--- src/rtl/cfg_bank_pkg.sv ---
package cfg_bank_pkg;
  localparam int ADDR_W  = 6;
  localparam int DATA_W  = 32;
  localparam int LANES   = DATA_W / 8;
  localparam int DRV_W   = 3;
  localparam int DRV_N   = 1 << DRV_W;

  localparam logic [ADDR_W-1:0] A_ID   = 6'd0;
  localparam logic [ADDR_W-1:0] A_STAT = 6'd1;
  localparam logic [ADDR_W-1:0] A_ONCE = 6'd2;
  localparam logic [ADDR_W-1:0] A_LOCK = 6'd3;
  localparam logic [ADDR_W-1:0] A_DRV  = 6'd13;

  function automatic logic is_mapped(input logic [ADDR_W-1:0] a);
    return (a == A_ID) || (a == A_STAT) || (a == A_ONCE) ||
           (a == A_LOCK) || (a == A_DRV);
  endfunction
endpackage

--- src/rtl/cfg_w1c_field.sv ---
module cfg_w1c_field #(
  parameter int W = 8
) (
  input  logic         clk_i,
  input  logic         rst_ni,
  input  logic [W-1:0] set_i,
  input  logic [W-1:0] clr_i,
  output logic [W-1:0] q_o
);
  logic [W-1:0] q;
  // set wins over clear
  always_ff @(posedge clk_i or negedge rst_ni) begin
    if (!rst_ni) q <= '0;
    else         q <= (q & ~clr_i) | set_i;
  end
  assign q_o = q;
endmodule

--- src/rtl/cfg_once_lane.sv ---
module cfg_once_lane (
  input  logic       clk_i,
  input  logic       rst_ni,
  input  logic       load_i,
  input  logic [7:0] strap_i,
  input  logic       we_i,
  input  logic [7:0] wdata_i,
  output logic [7:0] q_o
);
  logic [7:0] q;
  logic       used_q;
  always_ff @(posedge clk_i or negedge rst_ni) begin
    if (!rst_ni) begin
      q      <= '0;
      used_q <= 1'b0;
    end else if (load_i) begin
      q <= strap_i;
    end else if (we_i && !used_q) begin
      q      <= wdata_i;
      used_q <= 1'b1;
    end
  end
  assign q_o = q;
endmodule

--- src/rtl/cfg_lock_field.sv ---
module cfg_lock_field #(
  parameter int W = 8
) (
  input  logic         clk_i,
  input  logic         rst_ni,
  input  logic         lock_set_i,
  input  logic         we_i,
  input  logic [W-1:0] wdata_i,
  output logic         lock_o,
  output logic [W-1:0] q_o
);
  logic         lock_q;
  logic [W-1:0] q;
  always_ff @(posedge clk_i or negedge rst_ni) begin
    if (!rst_ni) begin
      lock_q <= 1'b0;
      q      <= '0;
    end else begin
      if (lock_set_i)        lock_q <= 1'b1;
      if (we_i && !lock_q)   q      <= wdata_i;
    end
  end
  assign lock_o = lock_q;
  assign q_o    = q;
endmodule

--- src/rtl/cfg_drv_strength.sv ---
module cfg_drv_strength #(
  parameter int CW = 3,
  localparam int N = 1 << CW
) (
  input  logic          clk_i,
  input  logic          rst_ni,
  input  logic          we_i,
  input  logic [CW-1:0] wdata_i,
  output logic [CW-1:0] code_o,
  output logic [N-1:0]  sel_o
);
  logic [CW-1:0] code_q;
  always_ff @(posedge clk_i or negedge rst_ni) begin
    if (!rst_ni)   code_q <= '0;
    else if (we_i) code_q <= wdata_i;
  end
  assign code_o = code_q;
  for (genvar i = 0; i < N; i++) begin : g_sel
    assign sel_o[i] = (code_q == CW'(i));
  end
endmodule

--- src/rtl/cfg_attr_bank.sv ---
module cfg_attr_bank
  import cfg_bank_pkg::*;
#(
  parameter logic [31:0] ID_VALUE = 32'h1A2B_3C4D,
  parameter int          STAT_W   = 8,
  parameter int          LCK_W    = 8
) (
  input  logic              clk_i,
  input  logic              rst_ni,
  input  logic [ADDR_W-1:0] addr_i,
  input  logic              wr_i,
  input  logic [DATA_W-1:0] wdata_i,
  input  logic [LANES-1:0]  wstrb_i,
  input  logic              rd_i,
  output logic [DATA_W-1:0] rdata_o,
  input  logic [STAT_W-1:0] hw_set_i,
  input  logic [DATA_W-1:0] strap_i,
  output logic [STAT_W-1:0] status_o,
  output logic [DATA_W-1:0] once_o,
  output logic              lock_o,
  output logic [LCK_W-1:0]  lockable_o,
  output logic [DRV_W-1:0]  drv_code_o,
  output logic [DRV_N-1:0]  drv_sel_o
);
  localparam int LCK_LO = 8;

  logic [DATA_W-1:0] bmask;
  logic              init_q;
  logic              wr_stat, wr_once, wr_lock, wr_drv;
  logic [DATA_W-1:0] rmux, rdata_q;

  for (genvar l = 0; l < LANES; l++) begin : g_mask
    assign bmask[l*8 +: 8] = {8{wstrb_i[l]}};
  end

  assign wr_stat = wr_i && (addr_i == A_STAT);
  assign wr_once = wr_i && (addr_i == A_ONCE);
  assign wr_lock = wr_i && (addr_i == A_LOCK);
  assign wr_drv  = wr_i && (addr_i == A_DRV);

  // strap capture on first edge after reset
  always_ff @(posedge clk_i or negedge rst_ni) begin
    if (!rst_ni) init_q <= 1'b1;
    else         init_q <= 1'b0;
  end

  cfg_w1c_field #(.W(STAT_W)) u_stat (
    .clk_i  (clk_i),
    .rst_ni (rst_ni),
    .set_i  (hw_set_i),
    .clr_i  ({STAT_W{wr_stat}} & wdata_i[STAT_W-1:0] & bmask[STAT_W-1:0]),
    .q_o    (status_o)
  );

  for (genvar l = 0; l < LANES; l++) begin : g_once
    cfg_once_lane u_lane (
      .clk_i   (clk_i),
      .rst_ni  (rst_ni),
      .load_i  (init_q),
      .strap_i (strap_i[l*8 +: 8]),
      .we_i    (wr_once && wstrb_i[l]),
      .wdata_i (wdata_i[l*8 +: 8]),
      .q_o     (once_o[l*8 +: 8])
    );
  end

  cfg_lock_field #(.W(LCK_W)) u_lock (
    .clk_i      (clk_i),
    .rst_ni     (rst_ni),
    .lock_set_i (wr_lock && wstrb_i[0] && wdata_i[0]),
    .we_i       (wr_lock && wstrb_i[1]),
    .wdata_i    (wdata_i[LCK_LO +: LCK_W]),
    .lock_o     (lock_o),
    .q_o        (lockable_o)
  );

  cfg_drv_strength #(.CW(DRV_W)) u_drv (
    .clk_i   (clk_i),
    .rst_ni  (rst_ni),
    .we_i    (wr_drv && wstrb_i[0]),
    .wdata_i (wdata_i[DRV_W-1:0]),
    .code_o  (drv_code_o),
    .sel_o   (drv_sel_o)
  );

  always_comb begin
    rmux = '0;
    case (addr_i)
      A_ID:   rmux = ID_VALUE;
      A_STAT: rmux[STAT_W-1:0] = status_o;
      A_ONCE: rmux = once_o;
      A_LOCK: begin
        rmux[0]                = lock_o;
        rmux[LCK_LO +: LCK_W]  = lockable_o;
      end
      A_DRV:  rmux[DRV_W-1:0] = drv_code_o;
      default: rmux = '0;
    endcase
  end

  always_ff @(posedge clk_i or negedge rst_ni) begin
    if (!rst_ni)   rdata_q <= '0;
    else if (rd_i) rdata_q <= rmux;
  end
  assign rdata_o = rdata_q;
endmodule

--- config.mk ---
export PLATFORM = sky130hd
export DESIGN_NAME = cfg_attr_bank
export DESIGN_NICKNAME = d
export VERILOG_FILES = /design/src/rtl/cfg_bank_pkg.sv /design/src/rtl/cfg_w1c_field.sv /design/src/rtl/cfg_once_lane.sv /design/src/rtl/cfg_lock_field.sv /design/src/rtl/cfg_drv_strength.sv /design/src/rtl/cfg_attr_bank.sv
export SDC_FILE = /design/constraint.sdc
export NUM_CORES = 1
export LEC_CHECK = 0
export BUFFER_PORTS_ARGS = -buffer_cell sky130_fd_sc_hd__clkbuf_2
export CELL_PAD_IN_SITES_DETAIL_PLACEMENT = 0
export CELL_PAD_IN_SITES_GLOBAL_PLACEMENT = 1
export CORE_ASPECT_RATIO = 0.75
export CORE_UTILIZATION = 39
export DETAILED_ROUTE_END_ITERATION = 6
export PLACE_DENSITY = 0.85
export SLEW_MARGIN = 15
export SYNTH_ARGS = -nofsm -noshare
export SYNTH_HDL_FRONTEND = slang
export SYNTH_SLANG_ARGS = --single-unit
--- constraint.sdc ---
create_clock -name clk_i -period 2.64 [get_ports clk_i]
set_input_delay 0.396 -clock clk_i [delete_from_list [all_inputs] [get_ports clk_i]]
set_output_delay 0.396 -clock clk_i [all_outputs]
set_load 0.005 [all_outputs]
; After elaboration in Yosys (flattened, before gate mapping)
; Index checks and enable logic that the tools add are counted.
; Widths: inputs -> output; s select.
[word_totals]
elab_cells = 76
regBits = 89
mem_count = 0
romBits = 0
ram_bits = 0
in_bits = 86
latchBits = 0
[classes]
div = 0
addsub = 0
mux = 13
n_mul = 0
bitwise = 6
n_reduce_logical = 32
n_shift = 0
n_eq_ne = 11
magnitude_cmp = 0
[ops]
columns = cell, n
row1 = $mux 8, 8
row2 = $pmux 16 s2, 1
row3 = $and 8x8->8, 3
row4 = $pmux 8 s3, 1
row5 = $logic_and 1x1->1, 17
row6 = $pmux 5 s3, 1
row7 = $eq 3x3->1 const B, 4
row8 = $eq 6x2->1 const B, 2
row9 = $not 8->8, 1
row10 = $or 8x8->8, 1
row11 = $pmux 2 s4, 1
row12 = $reduce_and 2->1, 4
row13 = $reduce_bool 2->1, 4
row14 = $eq 3x2->1 const B, 2
row15 = $eq 6x1->1 const B, 1
row16 = $eq 6x4->1 const B, 1
row17 = $logic_not 6->1, 1
row18 = $logic_not 1->1, 5
row19 = $pmux 1 s5, 1
row20 = $eq 3x1->1 const B, 1
row21 = $logic_not 3->1, 1
row22 = $not 1->1, 1

; Depth between registers and ports, before layout
[logic_depth]
word_depth = 7
depth_mapped = 6
ltp_nobuf = 4

; Modules after synthesis
; A second synthesis with hierarchy kept.
[hier_totals]
hier_cells = 404
area_unflattened_um2 = 4677.0
[modules_own_cells]
columns = module, n_inst, area_each_um2, cells_per_inst
row1 = cfg_once_lane, 4, 549.3, 46
row2 = cfg_attr_bank, 1, 1650.3, 162
row3 = cfg_lock_field, 1, 369.1, 20
row4 = cfg_w1c_field, 1, 290.3, 24
row5 = cfg_drv_strength, 1, 170.2, 14

; Worst setup path after synthesis
; OpenSTA, ideal clock, no wires.
[synth_timing]
path_kind = input-to-reg
startpoint = input port addr_i[2]
endpoint = register g_once[0].u_lane.q[0]
stages = 5
setup_ns = 0.125
t_required_ns = 2.515
arrival_ns = 2.121
path_slack_ns = 0.394
n_path_buf = 1
cell_sequence = or4_4 buf_6 nor4_4 mux2_1 mux2_2
[synth_via]
elab_chain_len = 5
[synth_lines]
columns = item, line
row1 = "start, declared", cfg_attr_bank.sv:10  ; input logic [ADDR_W-1:0] addr_i,
row2 = $eq 6x2->1, cfg_attr_bank.sv:37  ; assign wr_once = wr_i && (addr_i == A_ONCE);
row3 = $logic_and 1x1->1, cfg_attr_bank.sv:37
row4 = $logic_and 1x1->1, cfg_attr_bank.sv:61  ; .we_i (wr_once && wstrb_i[l]),
row5 = $logic_and 1x1->1, cfg_once_lane.sv:18  ; end else if (we_i && !used_q) begin
row6 = $reduce_bool 2->1 (no source line), -
row7 = "end signal, assigned", cfg_once_lane.sv:17  ; q <= strap_i;
row8 = "end signal, assigned", cfg_once_lane.sv:19  ; q <= wdata_i;
row9 = "end, declared", cfg_once_lane.sv:10  ; logic [7:0] q;
; No other way between the ends.
; A chain may end at the register's enable or synchronous reset.

; Worst setup path after layout
[layout_timing]
startpoint = input port addr_i[2]
endpoint = register g_once[0].u_lane.q[5]
; Same word-level chain as after synthesis.

==> out/results.ini <==
[floorplan]
fp.dieH_microns=90.4
start_util=0.411
ios=178
coreArea_sq_mm=0.00989
row_count=31
die_w_microns=120
die_area_sq_mm=0.0108

[grt]
grt_max_degree=51
grt_pass1_wl_microns=18200
grt_use_total=0.216
grt_pass1_vias=3419
grt_overflow=0
antenna_found_initial=0

[sta]
slew_headroom=0.451
worst_pin_slew_ps=822
finalCritPeriodShare=0.790
finalCriticalPeriod_ps=2090
maxSlewViolCount=0
rsz0062_at_grt=false
hold_viol_final=0
skew_ps=5.55
tns_ps=0
whs_ps=37.6
postLayoutSetupSlackWorst_ps=554
fmax_mhz=479
final-setup-viol-count=0

[power_and_ir_drop]
p_int_w=0.00265
p_seq_frac=0.442
clkPwrFrac=0.447
vdd_ir_drop_max_mv=0.422
p_leak_nw=2.72
switching_share=0.224
power.share.combinational=0.111
switching_power_w=0.000765
p_per_area_mw_per_mm2=623

[route]
vias_per_cell=5.17
wl_per_cell_microns=17.2
detail-route-antenna-nets=0
first_pass_iters=5
route.detailed.drc=0
wl_microns=11400
vias=3423
dr.first_iter.drc_count=161

[synthesis]
ys_ff_latch=89
yosys-top-cells-area=dfrtp_1, mux2_2, o221a_2
synth_edf_count=0
synth_top_area_share=0.541
synth.distinct_cells=43
synthesis.area_per_instance_sq_um=11.8
yosys.area.top_type=dfrtp_1
syn-num-nets=432
syn_inst=346
syn_area_sq_mm=0.00407
yosys_warnings=0
async_flop_share=1.00
synth_seq_area_share=0.548
synth_flop_cell=dfrtp_1

[place]
hpwl_microns=8520
port_buffers=177
dp_cells=646
dpl_worst_slack_ps=209
gp_congestion=0.778
place_area_sq_mm=0.00513

[finish]
fin_nets=611
stdcell_area_sq_mm=0.00549
antennaDiodeCount=0
fin_cells=662
drive_above_1_share=0.466
synthToLayoutAreaGrowth_pct=35.0

[setup_path]
reg2reg_from=init_q
path_max_fanout=15
required_ps=2860
critPathLaunchType=input pin
end_kind=register
crit_type=in -> reg
critical_path.startpoint=addr_i[2]
worstPathArrival_ps=2300

[status]
outcome=completed

[cts]
hold_buffers=0
clock_path_buffers=2
root_buffer=clkbuf_16
cts_setup_buffers=0
clkTransAtPathRegs_ps=60
clock_latency_ps=330
cts_made_buffers=9
cts_max_level=3
ctsResizeCount=0
cts.sinks=89
cts_tree=yes

[worst_hold_path]
min_path_type=in -> async

[run]
max-cap-violations=0

power by group through the flow:
| stage | Combinational (W) | Clock, W | Sequential [W] |
|---|---|---|---|
| after floorplan | 0.000173 | 0 | 0.00152 |
| after global placement | 0.000377 | 0 | 0.00153 |
| after detailed placement | 0.000384 | 0 | 0.00154 |
| after CTS | 0.000385 | 0.00156 | 0.00151 |
| after global routing | 0.000418 | 0.00162 | 0.00152 |
| final | 0.000379 | 0.00153 | 0.00151 |
kinds of logic after synthesis:
| group | count (synthesis) | share of synthesized area |
|---|---|---|
| AO/OA/AOI/OAI | 91 | 0.185 |
| buffers and inverters | 37 | 0.0369 |
| flip-flops | 89 | 0.548 |
| multiplexers | 32 | 0.0871 |
| other | 1 | 0.000922 |
| AND/OR/NAND/NOR | 96 | 0.142 |
cells in the final DEF (no fill, tap or decap), types with 5 or more instances in the layout:
cell / count
a21o_1: 12
nor2b_1: 7
dfrtp_1: 88
nand2_1: 22
o221a_2: 16
clkbuf_2: 176
and2_1: 8
a22o_1: 10
clkbuf_16: 9
nand3_1: 9
o21ai_0: 11
nor2_1: 8
nand2b_1: 26
inv_1: 16
o211ai_1: 5
o2bb2ai_1: 7
buf_4: 12
mux2_1: 8
a21oi_1: 7
mux2i_1: 5
a221o_1: 8
mux2_2: 19
flip-flops by register name, summed over array words and instances, names as in the netlist:
| name | flops |
|---|---|
| g_once.u_lane.q_o | 32 |
| rdata_o | 32 |
| u_lock.q_o | 8 |
| u_stat.q_o | 8 |
| g_once.u_lane.used_q | 4 |
| u_drv.code_o | 3 |
| init_q | 1 |
| u_lock.lock_o | 1 |
per-stage QoR:
step	total power, W	util
floorplan	0.00169	-
global placement	0.00191	0.519
detailed placement	0.00192	0.519
CTS	0.00346	0.555
global route	0.00356	0.555
finish	0.00342	0.555
area by class of cell:
cell class,instances,area [sq um]
Multi-Input combinational cell,220,1690
Sequential cell,89,2230
Timing Repair Buffer,189,991
Tap cell,132,165
Inverter,16,60.1
Clock inverter,6,130
Clock buffer,10,229
Fill cell,891,4400
cell usage after synthesis (4+ instances only):
| library cell | number |
|---|---|
| a22o_1 | 10 |
| and2_1 | 8 |
| nand2b_1 | 26 |
| a221o_1 | 8 |
| mux2_1 | 8 |
| a21o_1 | 12 |
| o221a_2 | 16 |
| nand3_1 | 9 |
| o2bb2ai_1 | 7 |
| a22oi_1 | 4 |
| dfrtp_1 | 88 |
| a21oi_1 | 7 |
| and3_1 | 4 |
| mux2_2 | 19 |
| o211ai_1 | 5 |
| mux2i_1 | 5 |
| nor2b_1 | 7 |
| nor2_1 | 8 |
| o21ai_0 | 11 |
| clkbuf_1 | 17 |
| inv_1 | 16 |
| nand2_1 | 22 |
final timing paths:
path	end	slack, ps	cells after the start
worst max-delay path	g_once[0].u_lane.q_o[5]	550	6
worst min-delay path	u_stat.q_o[6]	40	1
worst max register to register	g_once[1].u_lane.q_o[0]	750	3
worst min register to register	g_once[1].u_lane.used_q	460	2
max in group asynchronous	init_q	1900	2
min in group clk_i	u_stat.q_o[5]	240	2
layer usage:
layer	share of wire	track usage	wire length, microns
met1	0.46	0.300	5300
met2	0.47	0.340	5400
met3	0.056	0.0587	637
met4	0.0060	0.0417	68
met5	0	0	0
critical path: stages:
cell and delay (ps):
clkbuf_2 100, or4_4 680, nor4_4 300, buf_4 230, mux2_1 340, mux2_2 260
No activity file was read; power rests on OpenSTA's default activity.
